<file path="src/rtl/wake_wdt_ctl.sv">
module wake_wdt_ctl #(
  parameter int TICK_DIV = 12,
  parameter int CNT_W    = 13,
  parameter int START_W  = 10,
  parameter int KEYS     = 8
) (
  input  logic            clk,
  input  logic            por_n,
  input  logic            stop_req,
  input  logic [KEYS-1:0] key_n,
  input  logic            tx_data,
  output logic            core_rst_n,
  output logic            osc_en,
  output logic            stopped
);
  localparam int PRE_W = (TICK_DIV > 2) ? $clog2(TICK_DIV) : 1;
  localparam logic [PRE_W-1:0] PRE_LAST   = PRE_W'(TICK_DIV - 1);
  localparam logic [CNT_W-1:0] START_LAST = CNT_W'((1 << START_W) - 1);
  localparam logic [CNT_W-1:0] CNT_LAST   = '1;

  typedef enum logic [1:0] {S_START, S_RUN, S_STOP} state_t;

  state_t          st;
  logic [KEYS-1:0] key_s1, key_s2;
  logic            tx_q;
  logic [PRE_W-1:0] pre;
  logic [CNT_W-1:0] cnt;

  wire key_act    = ~&key_s2;
  wire tick       = (pre == PRE_LAST);
  wire tx_rise    = tx_data & ~tx_q;
  wire start_done = (st == S_START) && tick && (cnt == START_LAST);
  wire wd_expire  = (st == S_RUN) && tick && (cnt == CNT_LAST) && !tx_rise;
  wire go_stop    = (st == S_RUN) && stop_req && !key_act;
  wire wake       = (st == S_STOP) && key_act;
  wire refresh    = (st == S_RUN) && tx_rise;
  wire clr        = start_done | wd_expire | go_stop | wake | refresh;

  always_ff @(posedge clk or negedge por_n) begin
    if (!por_n) begin
      key_s1 <= '1;
      key_s2 <= '1;
      tx_q   <= 1'b0;
    end else begin
      key_s1 <= key_n;
      key_s2 <= key_s1;
      tx_q   <= tx_data;
    end
  end

  always_ff @(posedge clk or negedge por_n) begin
    if (!por_n) begin
      st <= S_START;
    end else begin
      if (start_done)     st <= S_RUN;
      else if (wd_expire) st <= S_START;
      else if (go_stop)   st <= S_STOP;
      else if (wake)      st <= S_START;
    end
  end

  always_ff @(posedge clk or negedge por_n) begin
    if (!por_n) begin
      pre <= '0;
      cnt <= '0;
    end else if (clr) begin
      pre <= '0;
      cnt <= '0;
    end else if (st != S_STOP) begin
      pre <= tick ? '0 : pre + 1'b1;
      if (tick) cnt <= cnt + 1'b1;
    end
  end

  assign core_rst_n = (st != S_START);
  assign osc_en     = (st != S_STOP);
  assign stopped    = (st == S_STOP);
endmodule

</file>
<file path="config.mk">
export PLATFORM = sky130hd
export DESIGN_NAME = wake_wdt_ctl
export DESIGN_NICKNAME = d
export VERILOG_FILES = /design/src/rtl/wake_wdt_ctl.sv
export SDC_FILE = /design/constraint.sdc
export NUM_CORES = 1
export LEC_CHECK = 0
export BUFFER_PORTS_ARGS = -buffer_cell sky130_fd_sc_hd__buf_4
export CORE_UTILIZATION = 34
export DETAILED_ROUTE_END_ITERATION = 8
export HOLD_SLACK_MARGIN = 0.1
export PLACE_DENSITY = 0.54
export SLEW_MARGIN = 20
export SYNTH_ARGS = -nofsm -noshare
export SYNTH_HDL_FRONTEND = slang
export SYNTH_SLANG_ARGS = --single-unit
</file>
<file path="constraint.sdc">
create_clock -name clk -period 2.5 [get_ports clk]
set_input_delay 0.75 -clock clk [delete_from_list [all_inputs] [get_ports clk]]
set_output_delay 0.75 -clock clk [all_outputs]
set_load 0.01 [all_outputs]
</file>
==> metrics.txt <==
status finished, final reports clean; Area growth syn-to-layout 14.3%; number of global-route vias before repair 1326; Initial Util 0.354; Worst-Skew Late Latency 0.29 ns; Net Count, Synth 181; # setup viols final 0; Commonest cells post-synth dfrtp_1, dfstp_2, nand2_1, nor3_1, a211oi_1; Tcrit/Tclk final 0.852; Longest Clk Path Bufs 2; fmax 469 MHz; drt pass-1 iters 4; first-pass GRT wire length 6.25 mm; Max Cap Violations 0; Post-synth EDFFs 0; worst-margin pin slew 0.825 ns; worst rel slew slack 0.450; WL per Instance 14.2 um; Slowest cell on crit path dfrtp_1; initial DRC count 94; Post-synth top flop dfrtp_1; synthesized area per cell 10.8 sq um; Port-buffer cells 14; Switching Share 0.225; Power Density 511 nW/um^2; GRT Total Usage 0.150; ANT nets after route 0; Storage cell area 921 sq um; Post-DP HPWL 2.49 mm; CP peak stage delay 0.45 ns; layout cells sized above 1 0.312; Core Area 5110 sq um; top cell type's share of synthesized area 0.277; RSZ-0062 raised after global routing false; GP Congestion 0.823; FFs w/ async S/R, synth 1.00; final worst setup slack 0.370 ns; antenna violations before repair 0; postcts setup bufs 0; #FFs+latches synth 36; CP max FO 12; Crit. End Element primary output; Ports 15; leakage 0.810 nW; Distinct cells, synth 54; Vias/cell 5.42; combinational power share 0.025; Clk pwr share 0.396; grt total ovfl 0; clock root buffer master clkbuf_8; pre-CTS WS 0.179 ns; number of CTS-inserted buffers 5; Synth area leader dfrtp_1; largest net degree at the start of global routing 37; DRC errors left 0; # clock sinks 36; post-CTS resize count 0; synthesized instance count 167; Hold Crit Depth 0; Setup TNS Final 0 ns; most instantiated library cell after synthesis dfrtp_1; post-synthesis sequential area ratio 0.510; mapped cell area 1810 sq um; Final Hold Vio Count 0; largest cells by area after synthesis dfrtp_1, dfstp_2, a211oi_1; Hold Buf Count CTS 0; Hold Slack 0.357 ns; Syn. warnings 0; Reg power frac 0.579; Slew Viols, Final 0; Critical Path Source Type register; Die W 74.9 um; ANT cells 0; die height 74.9 um; Layout Nets 199; Switch Pwr 0.000237 W; WS Path Type reg -> out; Internal Pwr Total 0.000817 W; CTS clk-pin slew, worst paths 0.08 ns; crit path DAT 1.38 ns; cells along the critical path or2b_2, clkinv_1, buf_4; WP data required 1.75 ns; CTS tree built; Fillers 516; Multi-input gate area 812 sq um; Die ar. 5610 sq um; R2R cell count 5; final critical-path required period 2.13 ns; WL final 3.64 mm; skew final 0.00470 ns; Hold Crit Class reg -> reg; H-tree levels 2; vias 1387; worst vdd ir 0.000268 V; FP Rows 26
## worst paths after layout
kind | startpoint | end | slack (ns)
hold reg to reg | key_s1[7]$_DFF_PN1_ | key_s2[7]$_DFF_PN1_ | 0.36
min in group asynchronous | por_n | cnt[3]$_DFFE_PN0P_ | 0.40
hold / removal | key_s1[7]$_DFF_PN1_ | key_s2[7]$_DFF_PN1_ | 0.36
max in group asynchronous | por_n | key_s1[0]$_DFF_PN1_ | 1.74
setup / recovery | st[0]$_DFFE_PN0P_ | stopped | 0.37
setup reg to reg | pre[0]$_DFFE_PN0P_ | cnt[12]$_DFFE_PN0P_ | 0.38
## power groups by stage
stage	sequential [W]	clock [W]	combinational (W)
5_1_grt	0.000612	0.000459	0.0000310
6_report	0.000610	0.000417	0.0000267
3_3_place_gp	0.000620	0	0.0000273
3_5_place_dp	0.000621	0	0.0000283
4_1_cts	0.000610	0.000439	0.0000284
2_1_floorplan	0.000620	0	0.00000227
## cell type report
class                   instances  area share
well taps                      70      0.0424
clock buffers                   5      0.0333
flip-flops and latches         36       0.446
inverters                       3     0.00545
multi-input cells             120       0.393
clock inverters                 3      0.0103
repair buffers                 19      0.0691
## state kept, by name, indices dropped and copies added, names as in the netlist
signal / flops
cnt: 13
key_s1: 8
key_s2: 8
pre: 4
st: 2
tx_q: 1
## kinds of logic (layout without fill, tap and decap cells)
| group | count (synthesis) | count (layout) | synth area share |
|---|---|---|---|
| fa+ha+maj | 2 | 2 | 0.0138 |
| buf+inv | 11 | 30 | 0.0409 |
| mux | 5 | 5 | 0.0277 |
| compound gates | 38 | 38 | 0.147 |
| flops | 36 | 36 | 0.510 |
| simple gates | 75 | 75 | 0.261 |
## metrics by stage
step	total power [W]	cells	util	instance area, sq um
floorplan	0.000622	167	-	1810
global placement	0.000647	248	0.387	1970
detailed placement	0.000649	248	0.387	1970
CTS	0.00108	256	0.404	2060
global route	0.00110	256	0.404	2060
finish	0.00105	256	0.404	2060
## layout by cell type, fill, tap and decap left out, drive strengths merged, types with 2 or more instances in the layout
cell | netlist | routed
a211oi | 12 | 12
a21oi | 6 | 6
and2 | 5 | 5
and3 | 3 | 3
buf | 4 | 19
clkbuf | 4 | 5
clkinv | 1 | 2
dfrtp | 20 | 20
dfstp | 16 | 16
ha | 2 | 2
inv | 2 | 4
mux2i | 5 | 5
nand2 | 12 | 12
nand3 | 9 | 9
nand3b | 2 | 2
nand4 | 6 | 6
nor2 | 2 | 2
nor3 | 12 | 12
nor3b | 2 | 2
nor4 | 5 | 5
o21ai | 9 | 9
or3 | 3 | 3
or4 | 4 | 4
## metal layers
layer	GRT usage	wire [um]
met5	0	0
met4	0.0650	47
met3	0.0321	114
met2	0.248	1810
met1	0.190	1680
## critical path: cells and delay by family, from the launching register on
family	cells	cell delay, ns
buffers and inverters	2	0.20
and+or+nand+nor	1	0.44
DFF	1	0.45
Power figures use the tool's default switching activity.
